`src/rtl/async_rx_pkg.sv`:
```
package async_rx_pkg;

  typedef enum logic [2:0] {
    RX_IDLE  = 3'd0,
    RX_START = 3'd1,
    RX_DATA  = 3'd2,
    RX_PAR   = 3'd3,
    RX_STOP  = 3'd4
  } rx_state_e;

  // Sticky error word, packed so that frame lands in bit 2 and parity in bit 0
  typedef struct packed {
    logic frame;
    logic ovr;
    logic par;
  } rx_err_t;

  // Oversampling factor codes in mode bits [1:0]
  localparam logic [1:0] OS_X1_ALT = 2'b00;
  localparam logic [1:0] OS_X1     = 2'b01;
  localparam logic [1:0] OS_X16    = 2'b10;
  localparam logic [1:0] OS_X64    = 2'b11;

endpackage

```
`src/rtl/async_rx_sync.sv`:
```
module async_rx_sync #(
  parameter int   STAGES  = 2,
  parameter logic RST_VAL = 1'b1
) (
  input  logic clk_i,
  input  logic rst_ni,
  input  logic d_i,
  output logic q_o
);

  logic [STAGES-1:0] chain_q;

  always_ff @(posedge clk_i or negedge rst_ni) begin
    if (!rst_ni) chain_q <= {STAGES{RST_VAL}};
    else         chain_q <= {chain_q[STAGES-2:0], d_i};
  end

  assign q_o = chain_q[STAGES-1];

endmodule

```
`src/rtl/async_rx_sampler.sv`:
```
module async_rx_sampler
  import async_rx_pkg::*;
#(
  parameter int DATA_W = 8,
  parameter int CNT_W  = 6,
  localparam int BIT_W = $clog2(DATA_W)
) (
  input  logic              clk_i,
  input  logic              rst_ni,
  input  logic              tick_i,
  input  logic              rxd_i,
  input  logic              x1_i,
  input  logic [CNT_W-1:0]  reload_i,
  input  logic [CNT_W-1:0]  half_m1_i,
  input  logic [BIT_W-1:0]  last_idx_i,
  input  logic              par_en_i,
  input  logic              par_even_i,
  output logic              done_o,
  output logic [DATA_W-1:0] data_o,
  output logic              par_err_o,
  output logic              frm_err_o
);

  rx_state_e          state_q, state_d;
  logic [CNT_W-1:0]   cnt_q, cnt_d;
  logic [BIT_W-1:0]   idx_q, idx_d;
  logic [DATA_W-1:0]  shr_q, shr_d;
  logic               acc_q, acc_d;
  logic               armed_q, armed_d;
  logic               done_q, done_d;
  logic               perr_q, perr_d;
  logic               ferr_q, ferr_d;
  logic               at_point;

  assign at_point = tick_i && (cnt_q == '0);

  always_comb begin
    state_d = state_q;
    cnt_d   = cnt_q;
    idx_d   = idx_q;
    shr_d   = shr_q;
    acc_d   = acc_q;
    armed_d = armed_q;
    done_d  = 1'b0;
    perr_d  = perr_q;
    ferr_d  = ferr_q;
    if (tick_i) begin
      unique case (state_q)
        RX_IDLE: begin
          if (rxd_i) begin
            armed_d = 1'b1;
          end else if (armed_q) begin
            shr_d  = '0;
            idx_d  = '0;
            acc_d  = 1'b0;
            perr_d = 1'b0;
            if (x1_i) begin
              state_d = RX_DATA;
              cnt_d   = reload_i;
            end else begin
              state_d = RX_START;
              cnt_d   = half_m1_i;
            end
          end
        end
        RX_START: begin
          if (cnt_q == '0) begin
            if (rxd_i) begin
              state_d = RX_IDLE;
            end else begin
              state_d = RX_DATA;
              cnt_d   = reload_i;
            end
          end else begin
            cnt_d = cnt_q - 1'b1;
          end
        end
        RX_DATA: begin
          if (cnt_q == '0) begin
            shr_d[idx_q] = rxd_i;
            acc_d        = acc_q ^ rxd_i;
            cnt_d        = reload_i;
            if (idx_q == last_idx_i) begin
              state_d = par_en_i ? RX_PAR : RX_STOP;
            end else begin
              idx_d = idx_q + 1'b1;
            end
          end else begin
            cnt_d = cnt_q - 1'b1;
          end
        end
        RX_PAR: begin
          if (cnt_q == '0) begin
            perr_d  = acc_q ^ rxd_i ^ ~par_even_i;
            state_d = RX_STOP;
            cnt_d   = reload_i;
          end else begin
            cnt_d = cnt_q - 1'b1;
          end
        end
        RX_STOP: begin
          if (cnt_q == '0) begin
            done_d  = 1'b1;
            ferr_d  = ~rxd_i;
            armed_d = rxd_i;
            state_d = RX_IDLE;
          end else begin
            cnt_d = cnt_q - 1'b1;
          end
        end
        default: state_d = RX_IDLE;
      endcase
    end
  end

  always_ff @(posedge clk_i or negedge rst_ni) begin
    if (!rst_ni) begin
      state_q <= RX_IDLE;
      cnt_q   <= '0;
      idx_q   <= '0;
      shr_q   <= '0;
      acc_q   <= 1'b0;
      armed_q <= 1'b1;
      done_q  <= 1'b0;
      perr_q  <= 1'b0;
      ferr_q  <= 1'b0;
    end else begin
      state_q <= state_d;
      cnt_q   <= cnt_d;
      idx_q   <= idx_d;
      shr_q   <= shr_d;
      acc_q   <= acc_d;
      armed_q <= armed_d;
      done_q  <= done_d;
      perr_q  <= perr_d;
      ferr_q  <= ferr_d;
    end
  end

  assign done_o    = done_q;
  assign data_o    = shr_q;
  assign par_err_o = perr_q;
  assign frm_err_o = ferr_q;

  // A start that is high again at its centre is dropped without a character
  assert_start_abort_R5: assert property (@(posedge clk_i) disable iff (!rst_ni)
    (state_q == RX_START && at_point && rxd_i) |=> (state_q == RX_IDLE && !done_o));

  // The stop-bit sample produces one completion carrying its framing result
  assert_stop_frame_R6: assert property (@(posedge clk_i) disable iff (!rst_ni)
    (state_q == RX_STOP && at_point) |=> (done_o && (frm_err_o == !$past(rxd_i))));

  // Completion is a single-cycle pulse
  assert_done_pulse_R7: assert property (@(posedge clk_i) disable iff (!rst_ni)
    done_o |=> !done_o);

endmodule

```
`src/rtl/async_rx_hold.sv`:
```
module async_rx_hold
  import async_rx_pkg::*;
#(
  parameter int DATA_W = 8
) (
  input  logic              clk_i,
  input  logic              rst_ni,
  input  logic              done_i,
  input  logic [DATA_W-1:0] data_i,
  input  logic              par_err_i,
  input  logic              frm_err_i,
  input  logic              rd_stb_i,
  input  logic              err_rst_i,
  output logic              ready_o,
  output logic [DATA_W-1:0] data_o,
  output rx_err_t           status_o
);

  logic              ready_q, ready_d;
  logic [DATA_W-1:0] data_q, data_d;
  rx_err_t           err_q, err_d;

  always_comb begin
    ready_d = ready_q;
    data_d  = data_q;
    err_d   = err_rst_i ? '0 : err_q;
    if (done_i) begin
      ready_d   = 1'b1;
      data_d    = data_i;
      err_d.par   = err_d.par   | par_err_i;
      err_d.frame = err_d.frame | frm_err_i;
      err_d.ovr   = err_d.ovr   | (ready_q & ~rd_stb_i);
    end else if (rd_stb_i) begin
      ready_d = 1'b0;
    end
  end

  always_ff @(posedge clk_i or negedge rst_ni) begin
    if (!rst_ni) begin
      ready_q <= 1'b0;
      data_q  <= '0;
      err_q   <= '0;
    end else begin
      ready_q <= ready_d;
      data_q  <= data_d;
      err_q   <= err_d;
    end
  end

  assign ready_o  = ready_q;
  assign data_o   = data_q;
  assign status_o = err_q;

  assert_ready_set_R7: assert property (@(posedge clk_i) disable iff (!rst_ni)
    done_i |=> ready_o);

  assert_read_clears_R7: assert property (@(posedge clk_i) disable iff (!rst_ni)
    (rd_stb_i && !done_i) |=> !ready_o);

  assert_overrun_flag_R8: assert property (@(posedge clk_i) disable iff (!rst_ni)
    (done_i && ready_o && !rd_stb_i) |=> status_o.ovr);

  assert_flags_sticky_R9: assert property (@(posedge clk_i) disable iff (!rst_ni)
    (!done_i && !err_rst_i) |=> $stable(status_o));

endmodule

```
`src/rtl/async_rx_unit.sv`:
```
module async_rx_unit
  import async_rx_pkg::*;
#(
  parameter int DATA_W  = 8,
  parameter int MAX_OS  = 64,
  parameter int SYNC_ST = 2
) (
  input  logic              clk_i,
  input  logic              rst_ni,
  input  logic              os_tick_i,
  input  logic              rxd_i,
  input  logic [5:0]        mode_i,
  input  logic              rd_stb_i,
  input  logic              err_rst_i,
  output logic [DATA_W-1:0] rx_data_o,
  output logic              rx_ready_o,
  output logic [2:0]        rx_status_o
);

  localparam int CNT_W = $clog2(MAX_OS);
  localparam int BIT_W = $clog2(DATA_W);
  localparam logic [CNT_W-1:0] RLD_16  = CNT_W'(15);
  localparam logic [CNT_W-1:0] RLD_64  = CNT_W'(MAX_OS - 1);
  localparam logic [CNT_W-1:0] HALF_16 = CNT_W'(7);
  localparam logic [CNT_W-1:0] HALF_64 = CNT_W'(MAX_OS / 2 - 1);
  localparam logic [BIT_W-1:0] MIN_IDX = BIT_W'(4);

  logic              rst_n;
  logic              rxd_s;
  logic              x1;
  logic [CNT_W-1:0]  reload;
  logic [CNT_W-1:0]  half_m1;
  logic [BIT_W-1:0]  last_idx;
  logic              done;
  logic [DATA_W-1:0] smp_data;
  logic              smp_perr;
  logic              smp_ferr;
  rx_err_t           status;

  // Reset: asserted at once, released after SYNC_ST edges
  async_rx_sync #(.STAGES(SYNC_ST), .RST_VAL(1'b0)) u_rst_sync (
    .clk_i (clk_i),
    .rst_ni(rst_ni),
    .d_i   (1'b1),
    .q_o   (rst_n)
  );

  async_rx_sync #(.STAGES(SYNC_ST), .RST_VAL(1'b1)) u_rxd_sync (
    .clk_i (clk_i),
    .rst_ni(rst_n),
    .d_i   (rxd_i),
    .q_o   (rxd_s)
  );

  always_comb begin
    unique case (mode_i[1:0])
      OS_X16: begin
        x1 = 1'b0; reload = RLD_16; half_m1 = HALF_16;
      end
      OS_X64: begin
        x1 = 1'b0; reload = RLD_64; half_m1 = HALF_64;
      end
      OS_X1, OS_X1_ALT: begin
        x1 = 1'b1; reload = '0; half_m1 = '0;
      end
      default: begin
        x1 = 1'b1; reload = '0; half_m1 = '0;
      end
    endcase
    last_idx = MIN_IDX + BIT_W'(mode_i[3:2]);
  end

  async_rx_sampler #(.DATA_W(DATA_W), .CNT_W(CNT_W)) u_sampler (
    .clk_i     (clk_i),
    .rst_ni    (rst_n),
    .tick_i    (os_tick_i),
    .rxd_i     (rxd_s),
    .x1_i      (x1),
    .reload_i  (reload),
    .half_m1_i (half_m1),
    .last_idx_i(last_idx),
    .par_en_i  (mode_i[4]),
    .par_even_i(mode_i[5]),
    .done_o    (done),
    .data_o    (smp_data),
    .par_err_o (smp_perr),
    .frm_err_o (smp_ferr)
  );

  async_rx_hold #(.DATA_W(DATA_W)) u_hold (
    .clk_i    (clk_i),
    .rst_ni   (rst_n),
    .done_i   (done),
    .data_i   (smp_data),
    .par_err_i(smp_perr),
    .frm_err_i(smp_ferr),
    .rd_stb_i (rd_stb_i),
    .err_rst_i(err_rst_i),
    .ready_o  (rx_ready_o),
    .data_o   (rx_data_o),
    .status_o (status)
  );

  assign rx_status_o = status;

endmodule

```
`config.mk`:
```
export PLATFORM = sky130hd
export DESIGN_NAME = async_rx_unit
export DESIGN_NICKNAME = d
export VERILOG_FILES = /design/src/rtl/async_rx_pkg.sv /design/src/rtl/async_rx_sync.sv /design/src/rtl/async_rx_sampler.sv /design/src/rtl/async_rx_hold.sv /design/src/rtl/async_rx_unit.sv
export SDC_FILE = /design/constraint.sdc
export NUM_CORES = 1
export LEC_CHECK = 0
export ABC_AREA = 1
export BUFFER_PORTS_ARGS = -buffer_cell sky130_fd_sc_hd__buf_2
export CELL_PAD_IN_SITES_DETAIL_PLACEMENT = 2
export CELL_PAD_IN_SITES_GLOBAL_PLACEMENT = 2
export CORE_AREA = 2 2 65 129
export DETAILED_ROUTE_END_ITERATION = 8
export DIE_AREA = 0 0 67 131
export PLACE_DENSITY_LB_ADDON = 0.1
export SYNTH_ARGS = -nofsm -noshare
export SYNTH_HDL_FRONTEND = slang
export SYNTH_SLANG_ARGS = --single-unit
```
`constraint.sdc`:
```
create_clock -name clk_i -period 1.2 [get_ports clk_i]
set_input_delay 0.3 -clock clk_i [delete_from_list [all_inputs] [get_ports clk_i]]
set_output_delay 0.3 -clock clk_i [all_outputs]
set_load 0.05 [all_outputs]
```
==> results.yml <==
run_status:
  status: "complete, but fails checks"
  violations: "negative setup slack"
synthesis:
  yosys.area.top_type: "dfrtp_1"
  ys_ff_latch: 41
  synth_area_leaders: "dfrtp_1 42%, nand2_1 18%, nand3_1 6.4%"
  synth_edf_count: 0
  synth_cells: 300
  synth_top_area_share_pct: 41.83
  seq_area_frac_synth_pct: 45.29
  ys.flop_type: "dfrtp_1"
  synth_nets: 314
  synth_common_cells: "107 x nand2_1, 38 x dfrtp_1, 29 x nand3_1"
  synth.distinct_cells: 30
  yosysMostFrequentCell: "nand2_1"
  synth_area_um2: 2273
  async_flop_share_pct: 100.0
  syn_avg_cell_area_um2: 7.578
  yosysWarnings: 0
setup_path:
  critPathLaunch: "u_sampler.state_q[0]"
  required_ns: 1.38
  endpoint: "u_sampler.state_q[1]"
  r2r_slack_ns: -0.26
  worstPathMaxFanout: 7
  cp-end-kind: "register"
  crit_arrival_ns: 1.64
  r2r_end: "u_sampler.state_q[1]"
  r2r-start: "u_sampler.state_q[0]"
  ff2ff_path_depth: 8
  start_kind: "register"
  critical_path_class: "reg -> reg"
route:
  drt_pass1_iterations: 4
  drt_iter0_drc: 52
  post_drt_wl_per_cell_um: 16.24
  ant_nets: 0
  viasPerCell: 4.853
  drc_errors: 0
  routed_wl_um: 7633
  routed-via-count: 2281
clock_tree:
  htree_levels: 2
  cts_tree: "done"
  cts_buffers: 5
  clockRootBuffer: "clkbuf_16"
  worstSkewPairLatency_ns: 0.29
  clk_pin_slew_ns: 0.06
  clkSinkCount: 41
  cts_max_path_buffers: 2
sta:
  finalMaxSlewViolations: 0
  layout_setup_ws_ns: -0.2593
  finalSetupViolCount: 24
  rsz0062_at_grt: "yes"
  final-hold-violation-count: 0
  skew_ns: 0.003628
  min_period_ns: 1.459
  finalCritPeriodShare_pct: 121.6
  max_clock_freq_mhz: 685.3
pwr:
  powerDensity_nw_per_um2: 2516
  power.share.clock_pct: 21.7
  pwr-share-seq_pct: 23.3
  total_power_mw: 8.296
  swShare_pct: 42.98
  p_int_mw: 4.730
  power.switching_mw: 3.566
  leakagePower_nw: 1.700
  combPwrFrac_pct: 55.1
  ir_worst_vdd_mv: 0.9170
die:
  core_area_um2: 7828
  initial_core_util_pct: 29.04
  ios: 24
  num_rows: 46
  dieArea_um2: 8777
  die_w_um: 67
  die_y_um: 131
placement:
  gp_congestion: 0.8165
  place.detailed.hpwl_um: 5844
  place_area_um2: 2855
  portBuffers: 23
worst_hold_path:
  worst_hold_path_type: "in -> reg"
  worstHoldStart: "rxd_i"
final_layout:
  fin_area_um2: 3297
  drive_above_1_share_pct: 37.70
  fin_nets: 387
  diodes: 0
  area_growth_syn_to_layout_pct: 45.02
grt:
  grt_pass1_vias: 2504
  overflow: 0
  grt_max_degree: 28
  grt_pass1_wl_um: 12190
  antenna_found_initial: 0
  grt_usage_pct: 18.60
job:
  drv_cap: 0
sequential cells by signal (all words and copies together), names as in the netlist:
name / flops
u_sampler.par_err_o: 1
u_sampler.frm_err_o: 1
u_sampler.data_o: 8
u_hold.status_o: 3
u_sampler.acc_q: 1
u_rst_sync.chain_q: 2
u_rxd_sync.chain_q: 2
u_sampler.done_o: 1
u_sampler.idx_q: 3
u_hold.data_o: 8
u_sampler.state_q: 3
u_sampler.cnt_q: 6
u_hold.ready_o: 1
u_sampler.armed_q: 1
worst max-delay path, cell delays in order (launching register included):
cell and delay, ns:
dfrtp_1 0.44, nor2_4 0.08, buf_6 0.13, nand2_8 0.08, nand3_1 0.15, nand2_4 0.10
nand4_1 0.19, nand2_1 0.12, nand2_1 0.06
worst min-delay path by stage:
stage	cells after the start	slack (ns)	endpoint
6_report	1	0.10	u_rxd_sync.chain_q[0]
5_1_grt	1	0.1	u_rxd_sync.chain_q[0]
4_1_cts	1	0.09	u_rxd_sync.chain_q[0]
3_5_place_dp	1	0.09	u_rst_sync.chain_q[0]
3_3_place_gp	1	0.09	u_rst_sync.chain_q[0]
2_1_floorplan	0	0.004	u_rst_sync.chain_q[0]
area by class of cell:
class                      count  area, µm²
inverter                      32      130.1
clock buffer                   5      125.1
multi-input combinational    222       1289
timing repair buffer          71      531.8
fill                         904       4531
clock inverter                 3      68.82
tap                           96      120.1
sequential                    41       1032
metal layers:
metal	vias up	GRT usage (%)	part of all wire, %
li1	1103	-	-
met1	1146	20.25	37
met3	6	2.825	2.4
met5	-	0	0
met4	0	7.803	1.9
met2	26	34.54	59
through the flow:
| stage | setup TNS (ns) | hold WS [ns] | std cells | setup WS [ns] | util [%] |
|---|---|---|---|---|---|
| 6_report | -5.079 | 0.1008 | 470 | -0.2593 | 42.12 |
| 5_1_grt | -7.243 | 0.09918 | 470 | -0.3540 | 42.12 |
| 4_1_cts | -5.799 | 0.09210 | 468 | -0.2909 | 40.52 |
| 3_5_place_dp | -6.514 | 0.08662 | 458 | -0.3166 | 36.48 |
| 3_3_place_gp | -4.455 | 0.08507 | 458 | -0.2286 | 36.48 |
| 2_1_floorplan | -2.220 | 0.004409 | 300 | -0.1478 | - |
cell usage in the layout (no fill, tap or decap), types with 5 or more instances in the layout:
master and instances:
buf_2 11, buf_4 55, clkbuf_16 5, dfrtp_1 36, inv_1 22, inv_2 7, nand2_1 92, nand2_2 15
nand3_1 27, nor2_1 20, nor2_4 9, nor3_1 6, o21ai_0 5, o21ai_1 7, o21ai_2 5
what timing repair did:
| action | CTS | global route |
|---|---|---|
| hold endpoints to repair | 2 | 0 |
| hold buffers | 1 | 0 |
| endpoints found under the setup margin | 36 | 25 |
| setup buffers | 1 | 2 |
| gates resized for setup | 31 | 33 |
| pin swaps | 5 | 14 |
cells by family after synthesis:
group           Yosys count  synth area share, %
simple gates            190                39.19
flops                    41                45.29
buf+inv                  37                6.274
compound gates           23                5.669
xor+xnor                  6                2.312
fa+ha+maj                 2                1.101
other cells               1               0.1649
power groups by stage:
stage	sequential, mW	combinational, mW	clock, mW
after floorplan	1.93	2.26	0
after global placement	1.88	3.71	0
after detailed placement	1.90	3.89	0
after CTS	1.89	4.22	1.86
after global routing	1.97	5.05	1.89
final	1.93	4.57	1.80
Note: power is estimated with default switching activity, not from simulation.
